`config.mk`:
```
export PLATFORM = sky130hd
export DESIGN_NAME = pwm_event_gen
export DESIGN_NICKNAME = d
export VERILOG_FILES = /design/src/rtl/pwm_evt_pkg.sv /design/src/rtl/pwm_cnt_unit.sv /design/src/rtl/pwm_cmp_bank.sv /design/src/rtl/pwm_act_unit.sv /design/src/rtl/pwm_event_gen.sv
export SDC_FILE = /design/constraint.sdc
export NUM_CORES = 1
export LEC_CHECK = 0
export BUFFER_PORTS_ARGS = -buffer_cell sky130_fd_sc_hd__buf_2
export CAP_MARGIN = 20
export CORE_MARGIN = 5
export CORE_UTILIZATION = 54
export DETAILED_ROUTE_END_ITERATION = 10
export PLACE_DENSITY = 0.91
export SLEW_MARGIN = 20
export SYNTH_ARGS = -nofsm -noshare
export SYNTH_HDL_FRONTEND = slang
export SYNTH_HIERARCHICAL = 1
export SYNTH_SLANG_ARGS = --single-unit
export TNS_END_PERCENT = 30
```
`constraint.sdc`:
```
create_clock -name clk -period 0.8 [get_ports clk]
set_input_delay 0.16 -clock clk [delete_from_list [all_inputs] [get_ports clk]]
set_output_delay 0.16 -clock clk [all_outputs]
set_load 0.005 [all_outputs]
```
`src/rtl/pwm_evt_pkg.sv`:
```
package pwm_evt_pkg;

  localparam int ACT_W   = 2;
  localparam int N_EVT   = 6;
  localparam int CTRL_W  = ACT_W * N_EVT;

  // Field offsets inside the action word (order fixed by R5)
  localparam int OFS_ZERO = 0;
  localparam int OFS_LOAD = 2;
  localparam int OFS_AUP  = 4;
  localparam int OFS_ADN  = 6;
  localparam int OFS_BUP  = 8;
  localparam int OFS_BDN  = 10;

  typedef enum logic [ACT_W-1:0] {
    ACT_KEEP = 2'b00,
    ACT_INV  = 2'b01,
    ACT_LOW  = 2'b10,
    ACT_HIGH = 2'b11
  } act_e;

  typedef struct packed {
    logic zero;
    logic load;
    logic a_up;
    logic a_dn;
    logic b_up;
    logic b_dn;
  } evt_t;

endpackage

```
`src/rtl/pwm_cnt_unit.sv`:
```
module pwm_cnt_unit #(
  parameter int CNT_W = 16
) (
  input  logic             clk,
  input  logic             rst_n,
  input  logic             run_i,
  input  logic             mode_i,
  input  logic [CNT_W-1:0] load_i,
  output logic [CNT_W-1:0] cnt_o,
  output logic             up_o
);

  logic [CNT_W-1:0] cnt_q, cnt_d;
  logic             up_q, up_d;

  // next-state
  always_comb begin
    cnt_d = cnt_q;
    up_d  = up_q;
    if (!mode_i) begin
      up_d  = 1'b0;
      cnt_d = (cnt_q == '0) ? load_i : cnt_q - 1'b1;
    end else if (up_q) begin
      if (cnt_q >= load_i) begin
        up_d  = 1'b0;
        cnt_d = (cnt_q == '0) ? '0 : cnt_q - 1'b1;
      end else begin
        cnt_d = cnt_q + 1'b1;
      end
    end else begin
      if (cnt_q == '0) begin
        up_d  = 1'b1;
        cnt_d = (load_i == '0) ? '0 : {{(CNT_W-1){1'b0}}, 1'b1};
      end else begin
        cnt_d = cnt_q - 1'b1;
      end
    end
  end

  // registers, clock enable = run_i
  always_ff @(posedge clk or negedge rst_n) begin
    if (!rst_n) begin
      cnt_q <= '0;
      up_q  <= 1'b0;
    end else if (run_i) begin
      cnt_q <= cnt_d;
      up_q  <= up_d;
    end
  end

  assign cnt_o = cnt_q;
  assign up_o  = mode_i & up_q;

  AST_DN_RELOAD: assert property (@(posedge clk) disable iff (!rst_n)
    (run_i && !mode_i && cnt_q == '0) |=> (cnt_q == $past(load_i)));

  AST_UD_TURN: assert property (@(posedge clk) disable iff (!rst_n)
    (run_i && mode_i && up_q && cnt_q == load_i && load_i != '0) |=>
      (!up_q && cnt_q == $past(load_i) - 1'b1));

  AST_UD_RISE: assert property (@(posedge clk) disable iff (!rst_n)
    (run_i && mode_i && !up_q && cnt_q == '0 && load_i != '0) |=> (up_q && cnt_q == 1));

  AST_CNT_HOLD: assert property (@(posedge clk) disable iff (!rst_n)
    !run_i |=> $stable(cnt_q));

endmodule

```
`src/rtl/pwm_cmp_bank.sv`:
```
module pwm_cmp_bank
  import pwm_evt_pkg::*;
#(
  parameter int CNT_W = 16
) (
  input  logic             run_i,
  input  logic [CNT_W-1:0] cnt_i,
  input  logic             up_i,
  input  logic [CNT_W-1:0] load_i,
  input  logic [CNT_W-1:0] cmp_a_i,
  input  logic [CNT_W-1:0] cmp_b_i,
  output evt_t             evt_o
);

  localparam int N_CMP = 2;

  logic [CNT_W-1:0] cmp_val [N_CMP];
  logic [N_CMP-1:0] hit_up, hit_dn;

  assign cmp_val[0] = cmp_a_i;
  assign cmp_val[1] = cmp_b_i;

  for (genvar g = 0; g < N_CMP; g++) begin : g_cmp
    logic eq;
    assign eq        = run_i && (cnt_i == cmp_val[g]);
    assign hit_up[g] = eq &  up_i;
    assign hit_dn[g] = eq & ~up_i;
  end

  always_comb begin
    evt_o      = '0;
    evt_o.zero = run_i && (cnt_i == '0);
    evt_o.load = run_i && (cnt_i == load_i);
    evt_o.a_up = hit_up[0];
    evt_o.a_dn = hit_dn[0];
    evt_o.b_up = hit_up[1];
    evt_o.b_dn = hit_dn[1];
  end

endmodule

```
`src/rtl/pwm_act_unit.sv`:
```
module pwm_act_unit
  import pwm_evt_pkg::*;
(
  input  logic              clk,
  input  logic              rst_n,
  input  evt_t              evt_i,
  input  logic [CTRL_W-1:0] ctrl_i,
  output logic              pwm_o
);

  act_e sel;
  logic pwm_q, pwm_d, hit_any;

  // Fixed priority: zero, period, A-up, A-down, B-up, B-down
  always_comb begin
    if (evt_i.zero)      sel = act_e'(ctrl_i[OFS_ZERO +: ACT_W]);
    else if (evt_i.load) sel = act_e'(ctrl_i[OFS_LOAD +: ACT_W]);
    else if (evt_i.a_up) sel = act_e'(ctrl_i[OFS_AUP  +: ACT_W]);
    else if (evt_i.a_dn) sel = act_e'(ctrl_i[OFS_ADN  +: ACT_W]);
    else if (evt_i.b_up) sel = act_e'(ctrl_i[OFS_BUP  +: ACT_W]);
    else if (evt_i.b_dn) sel = act_e'(ctrl_i[OFS_BDN  +: ACT_W]);
    else                 sel = ACT_KEEP;
  end

  assign hit_any = |evt_i;

  always_comb begin
    unique case (sel)
      ACT_INV:  pwm_d = ~pwm_q;
      ACT_LOW:  pwm_d = 1'b0;
      ACT_HIGH: pwm_d = 1'b1;
      default:  pwm_d = pwm_q;
    endcase
  end

  always_ff @(posedge clk or negedge rst_n) begin
    if (!rst_n)       pwm_q <= 1'b0;
    else if (hit_any) pwm_q <= pwm_d;
  end

  assign pwm_o = pwm_q;

  AST_IDLE_HOLD: assert property (@(posedge clk) disable iff (!rst_n)
    (evt_i == '0) |=> $stable(pwm_q));

  AST_ZERO_OVER_CMP: assert property (@(posedge clk) disable iff (!rst_n)
    (evt_i.zero && (evt_i.a_dn || evt_i.b_dn || evt_i.a_up || evt_i.b_up) &&
     ctrl_i[OFS_ZERO +: ACT_W] == 2'b11) |=> pwm_q);

  AST_LOAD_OVER_CMP: assert property (@(posedge clk) disable iff (!rst_n)
    (evt_i.load && !evt_i.zero && ctrl_i[OFS_LOAD +: ACT_W] == 2'b10) |=> !pwm_q);

  AST_A_OVER_B: assert property (@(posedge clk) disable iff (!rst_n)
    (!evt_i.zero && !evt_i.load && evt_i.a_dn && evt_i.b_dn &&
     ctrl_i[OFS_ADN +: ACT_W] == 2'b11) |=> pwm_q);

  AST_ZERO_OVER_LOAD: assert property (@(posedge clk) disable iff (!rst_n)
    (evt_i.zero && evt_i.load && ctrl_i[OFS_ZERO +: ACT_W] == 2'b01) |=>
      (pwm_q != $past(pwm_q)));

endmodule

```
`src/rtl/pwm_event_gen.sv`:
```
module pwm_event_gen
  import pwm_evt_pkg::*;
#(
  parameter int CNT_W = 16
) (
  input  logic              clk,
  input  logic              rst_n,
  input  logic              run,
  input  logic              mode,
  input  logic [CNT_W-1:0]  load_val,
  input  logic [CNT_W-1:0]  cmp_a,
  input  logic [CNT_W-1:0]  cmp_b,
  input  logic [CTRL_W-1:0] act_ctrl,
  output logic [CNT_W-1:0]  count,
  output logic              pwm_out
);

  localparam int SYNC_STAGES = 2;

  logic [SYNC_STAGES-1:0] rst_pipe;
  logic                   rst_ni;
  logic [CNT_W-1:0]       cnt;
  logic                   up;
  evt_t                   evt;

  // asynchronous assert, synchronous release
  always_ff @(posedge clk or negedge rst_n) begin
    if (!rst_n) rst_pipe <= '0;
    else        rst_pipe <= {rst_pipe[SYNC_STAGES-2:0], 1'b1};
  end
  assign rst_ni = rst_pipe[SYNC_STAGES-1];

  pwm_cnt_unit #(.CNT_W(CNT_W)) u_cnt (
    .clk    (clk),
    .rst_n  (rst_ni),
    .run_i  (run),
    .mode_i (mode),
    .load_i (load_val),
    .cnt_o  (cnt),
    .up_o   (up)
  );

  pwm_cmp_bank #(.CNT_W(CNT_W)) u_cmp (
    .run_i   (run),
    .cnt_i   (cnt),
    .up_i    (up),
    .load_i  (load_val),
    .cmp_a_i (cmp_a),
    .cmp_b_i (cmp_b),
    .evt_o   (evt)
  );

  pwm_act_unit u_act (
    .clk    (clk),
    .rst_n  (rst_ni),
    .evt_i  (evt),
    .ctrl_i (act_ctrl),
    .pwm_o  (pwm_out)
  );

  assign count = cnt;

  AST_DNMODE_NO_UP: assert property (@(posedge clk) disable iff (!rst_ni)
    !mode |-> !(evt.a_up || evt.b_up));

  AST_STOP_HOLD: assert property (@(posedge clk) disable iff (!rst_ni)
    !run |=> $stable(pwm_out));

endmodule

```
==> results.cfg, run 1 <==
[placed_design]
placed_cells = 609
dp_hpwl_um = 9820
port_buffers = 80
globalplace.congestion = 1.09

[synth]
synthArstFlopShare_pct = 100
synth_nets = 454
yosysTopAreaCellShare_pct = 17.5
synth_top_cells_by_area = sky130_fd_sc_hd__dfrtp_1 18%, sky130_fd_sc_hd__xnor2_1 11%, sky130_fd_sc_hd__ha_1 8.3%, sky130_fd_sc_hd__xor2_1 5.8%, sky130_fd_sc_hd__nor4_1 4.4%
syn-instance-count = 371
synth.most_common_cell = sky130_fd_sc_hd__xnor2_1
synth_common_cells = 37 x sky130_fd_sc_hd__xnor2_1, 29 x sky130_fd_sc_hd__inv_1, 23 x sky130_fd_sc_hd__o21ai_0
synth_ff_type = sky130_fd_sc_hd__dfrtp_1
post_synth_num_cell_types = 55
synthesis.yosys.warnings = 6
synthesis.area_per_instance_um2 = 7.70
yosys_register_bits = 20
synth-seq-area-share_pct = 17.5
synthesis.area_mm2 = 0.00286
synth_edf_count = 0
yosysTopAreaCell = sky130_fd_sc_hd__dfrtp_1

[die]
effective_utilization_at_floorplan_pct = 55.9
num_io_pins = 81
placement_rows = 26
die_x_um = 82.7
die_y_um = 82.7

[global_route]
grt_overall_usage_pct = 65.0
grt_max_degree = 25
globalRouteOverflowTotal = 4

[clocking]
cts-root-to-sink-buffers = 2
cts_inserted_buffers = 3
cts_root_buffer = sky130_fd_sc_hd__clkbuf_8
clock-sinks = 20
ctsHtreeMaxLevel = 1

[status]
failing_step = global routing (5_1_grt)
stop_error = [ERROR GRT-0232] Routing congestion too high. Check the congestion heatmap in the GUI.
result_of_the_run = did not finish

[sta]
endpoint_type = register data pin
repair-timing-grt-worst-ep = u_cnt/cnt_o[5]$_DFFE_PN0P_/D
## what timing repair did
item	CTS
hold buffers	1
setup endpoints to repair	35
buffers inserted	6
cloned	1
pin swaps	5
resized for setup	64
endpoints found under the hold margin	2
## cell families after synthesis
family	share of synthesized area, %
AND/OR/NAND/NOR	27.6
flip-flops	17.5
adder cells (fa/ha/maj)	8.32
AO/OA/AOI/OAI	18.8
other	0.131
multiplexers	3.20
XOR/XNOR	17.2
buffers and inverters	7.27
## metal layers
metal  overflow  global-route usage, %
met5          0                   20.0
met4          3                   65.0
met3          0                   44.4
met2          1                   84.7
met1          0                   64.9
## metrics by stage
step	hold WS [ns]	util, %	TNS, ns	setup slack (ns)	instance area (um^2)
2_1_floorplan	-0.136	-	-34.17	-2.03	2890
3_3_place_gp	-0.0541	79.8	-31.59	-1.73	4080
3_5_place_dp	-0.0523	79.8	-33.30	-1.84	4080
4_1_cts	0.194	87.6	-36.46	-1.78	4470
==> inputs of run 2 (changes only) <==
--- a/config.mk
+++ b/config.mk
@@ -8,9 +8,9 @@
 export BUFFER_PORTS_ARGS = -buffer_cell sky130_fd_sc_hd__buf_2
 export CAP_MARGIN = 20
 export CORE_MARGIN = 5
-export CORE_UTILIZATION = 54
+export CORE_UTILIZATION = 40
 export DETAILED_ROUTE_END_ITERATION = 10
-export PLACE_DENSITY = 0.91
+export PLACE_DENSITY_LB_ADDON = 0.15
 export SLEW_MARGIN = 20
 export SYNTH_ARGS = -nofsm -noshare
 export SYNTH_HDL_FRONTEND = slang
==> run 2 against run 1 <==
  * The flow now finishes, with violations (negative setup slack)
  * Synthesized cell count is the same
  * Area after synthesis is the same
==> results.cfg, run 2 <==
[critical_path]
critical-path-slowest-cell = sky130_fd_sc_hd__or4_4
critical_path_arrival_ns = 2.85
worstPathRequired_ns = 1.01
worst_path_most_repeated_cell = sky130_fd_sc_hd__or4_4
crit_path_max_fanout = 8
endpoint_kind_of_the_worst_setup_timing_path = flop
worstSetupPathType = reg2reg
critical_path_startpoint_category = flop
crit_chain = or4_4 > or4_4 > or3_4 > buf_6 > or3_1 > nand4_1 > o221a_2
slowest_delay_ns = 0.54

[placed_design]
place_area_mm2 = 0.00422
port_buffers = 80
placed_cells = 650
dp_hpwl_um = 9450
globalplace.congestion = 0.928

[clocking]
clock_insertion_delay_worst_skew_ns = 0.27
clock-sinks = 20
cts-root-to-sink-buffers = 2
clock_tree_from_tritoncts = done
clk_pin_slew_worst_paths_ns = 0.08
cts_root_buffer = sky130_fd_sc_hd__clkbuf_8
ctsHtreeMaxLevel = 1
cts_inserted_buffers = 3

[pwr]
power_per_cell_area_mw_per_mm2 = 1830
power_leakage_nw = 2.24
totalPowerFinal_mw = 8.99
worst_ir_drop_vdd_mv = 2.04

[sta]
setup_slack_ns = -1.84
timing.final.max_slew_violations = 0
post_layout_minimum_cycle_time_ns = 2.64
timing.fmax_ghz = 0.378
setup_violations = 35
clock-skew-final_ns = 0.00513
setup-tns-final_ns = -37.31
unrepaired_setup_endpoints_after_global_routing = yes
min_period_over_period_pct = 330
hold-worst-slack_ns = 0.196
hold_viol_final = 0

[die]
effective_utilization_at_floorplan_pct = 41.6
core_area_mm2 = 0.00687
die_x_um = 94.5
die_y_um = 94.5
die_footprint_mm2 = 0.00893
placement_rows = 30
num_io_pins = 81

[synth]
synth_ff_type = sky130_fd_sc_hd__dfrtp_1
syn-instance-count = 371
synth_nets = 454
yosysTopAreaCellShare_pct = 17.5
synthesis.yosys.warnings = 6
synthesis.area_per_instance_um2 = 7.70
synth-seq-area-share_pct = 17.5
post_synth_num_cell_types = 55
synth.most_common_cell = sky130_fd_sc_hd__xnor2_1
synthesis.area_mm2 = 0.00286
synth_edf_count = 0
yosys_register_bits = 20
synthArstFlopShare_pct = 100
yosysTopAreaCell = sky130_fd_sc_hd__dfrtp_1
synth_top_cells_by_area = sky130_fd_sc_hd__dfrtp_1 18%, sky130_fd_sc_hd__xnor2_1 11%, sky130_fd_sc_hd__ha_1 8.3%, sky130_fd_sc_hd__xor2_1 5.8%, sky130_fd_sc_hd__nor4_1 4.4%
synth_common_cells = 37 x sky130_fd_sc_hd__xnor2_1, 29 x sky130_fd_sc_hd__inv_1, 23 x sky130_fd_sc_hd__o21ai_0

[global_route]
grt_overall_usage_pct = 28.9
vias_in_the_first_global_route = 3998
grt_max_degree = 25
globalRouteOverflowTotal = 0
grt_pass1_wl_um = 19900
antenna_violations_before_repair = 1

[finish]
final_nets = 658
syn_to_final_growth_pct = 71.9
antenna_cells_inserted = 0
layout.cells.non_filler = 670
max_ffs_per_register = 16
fillerInstances = 552
mostFrequentLayoutCell = sky130_fd_sc_hd__buf_4
most-common-layout-cells = 106 x sky130_fd_sc_hd__buf_4, 67 x sky130_fd_sc_hd__buf_2, 38 x sky130_fd_sc_hd__buf_6
share_of_cells_above_drive_strength_1_pct = 47.9
stdcell_area_mm2 = 0.00491

[run]
maxCapViolCount = 0

[routing]
drt.antenna.violating_nets = 0
drt-total-wl_um = 13000
route.vias.total = 3929
initialDrtViolationCount = 378
detail_route.wl_per_cell_um = 19.4
post_route_drc = 0
avgViaCountPerCell = 5.86
drt-pass1-iter-count = 5

[status]
failing_checks = negative setup slack
result_of_the_run = finished, violations left

[min_path]
min-delay-path-class = in2async
==> run 2: logic make-up (layout without fill, tap and decap cells) <==
logic type	after synthesis	after routing	share of synthesized area, %
multiplexers	9	9	3.20
AND/OR/NAND/NOR	137	137	27.6
buffers and inverters	49	252	7.27
adder cells (fa/ha/maj)	19	19	8.32
AO/OA/AOI/OAI	80	80	18.8
flip-flops	20	20	17.5
XOR/XNOR	56	56	17.2
other	1	1	0.131
==> run 2: where the power goes <==
group / internal [mW] / leakage [nW] / switching (mW)
registers: 1.27 / 0.217 / 0.315
clock network: 0.439 / 0.0288 / 0.382
logic: 3.35 / 2.00 / 3.23
==> run 2: through the flow <==
step	setup WS (ns)	util, %
2_1_floorplan	-2.03	-
3_3_place_gp	-1.77	61.5
3_5_place_dp	-1.79	61.5
4_1_cts	-1.77	69.0
5_1_grt	-1.88	71.5
6_report	-1.84	71.5
==> run 2: per-layer routing <==
metal / wire (um) / GRT usage, % / vias up
li1: - / - / 1779
met5: 5 / 0 / -
met2: 6240 / 52.0 / 243
met3: 1160 / 5.34 / 62
met4: 690 / 14.1 / 2
met1: 4920 / 32.7 / 1843
==> run 2: layout make-up <==
class	count	area, um^2	share of cell area, %
Multi-Input combinational cell	302	2420	49.3
Tap cell	96	120	2.45
Timing Repair Buffer	219	1690	34.5
Inverter	29	109	2.22
Clock buffer	4	55.1	1.12
Sequential cell	20	513	10.4
==> run 2: worst paths after layout <==
kind	startpoint	end	slack, ns	cells past startpoint
min	rst_n	rst_pipe[0]$_DFF_PN0_	0.20	2
max reg2reg	u_cnt/cnt_o[7]$_DFFE_PN0P_	u_cnt/cnt_o[9]$_DFFE_PN0P_	-1.84	7
min in group clk	act_ctrl[1]	u_act/pwm_o$_DFFE_PN0P_	0.31	4
max	u_cnt/cnt_o[7]$_DFFE_PN0P_	u_cnt/cnt_o[9]$_DFFE_PN0P_	-1.84	7
min reg2reg	rst_pipe[1]$_DFF_PN0_	u_cnt/cnt_o[7]$_DFFE_PN0P_	0.20	1
max in group asynchronous	rst_pipe[1]$_DFF_PN0_	u_cnt/cnt_o[8]$_DFFE_PN0P_	0.44	1
==> run 2: timing repair <==
action                     CTS  global route
setup endpoints to repair   35            35
gates cloned                 2             0
hold buffers                 1             0
resized for setup           89            25
buffers inserted             8             5
pin swaps                   22            10
hold endpoints to repair     2             0
==> run 2: worst max-delay path: cells and delay by family (launching register included) <==
family | cells | cell delay [ns]
AO/OA/AOI/OAI | 1 | 0.17
flip-flops | 1 | 0.42
buffers and inverters | 1 | 0.15
AND/OR/NAND/NOR | 5 | 1.84
Note: power is estimated with default switching activity, not from simulation.
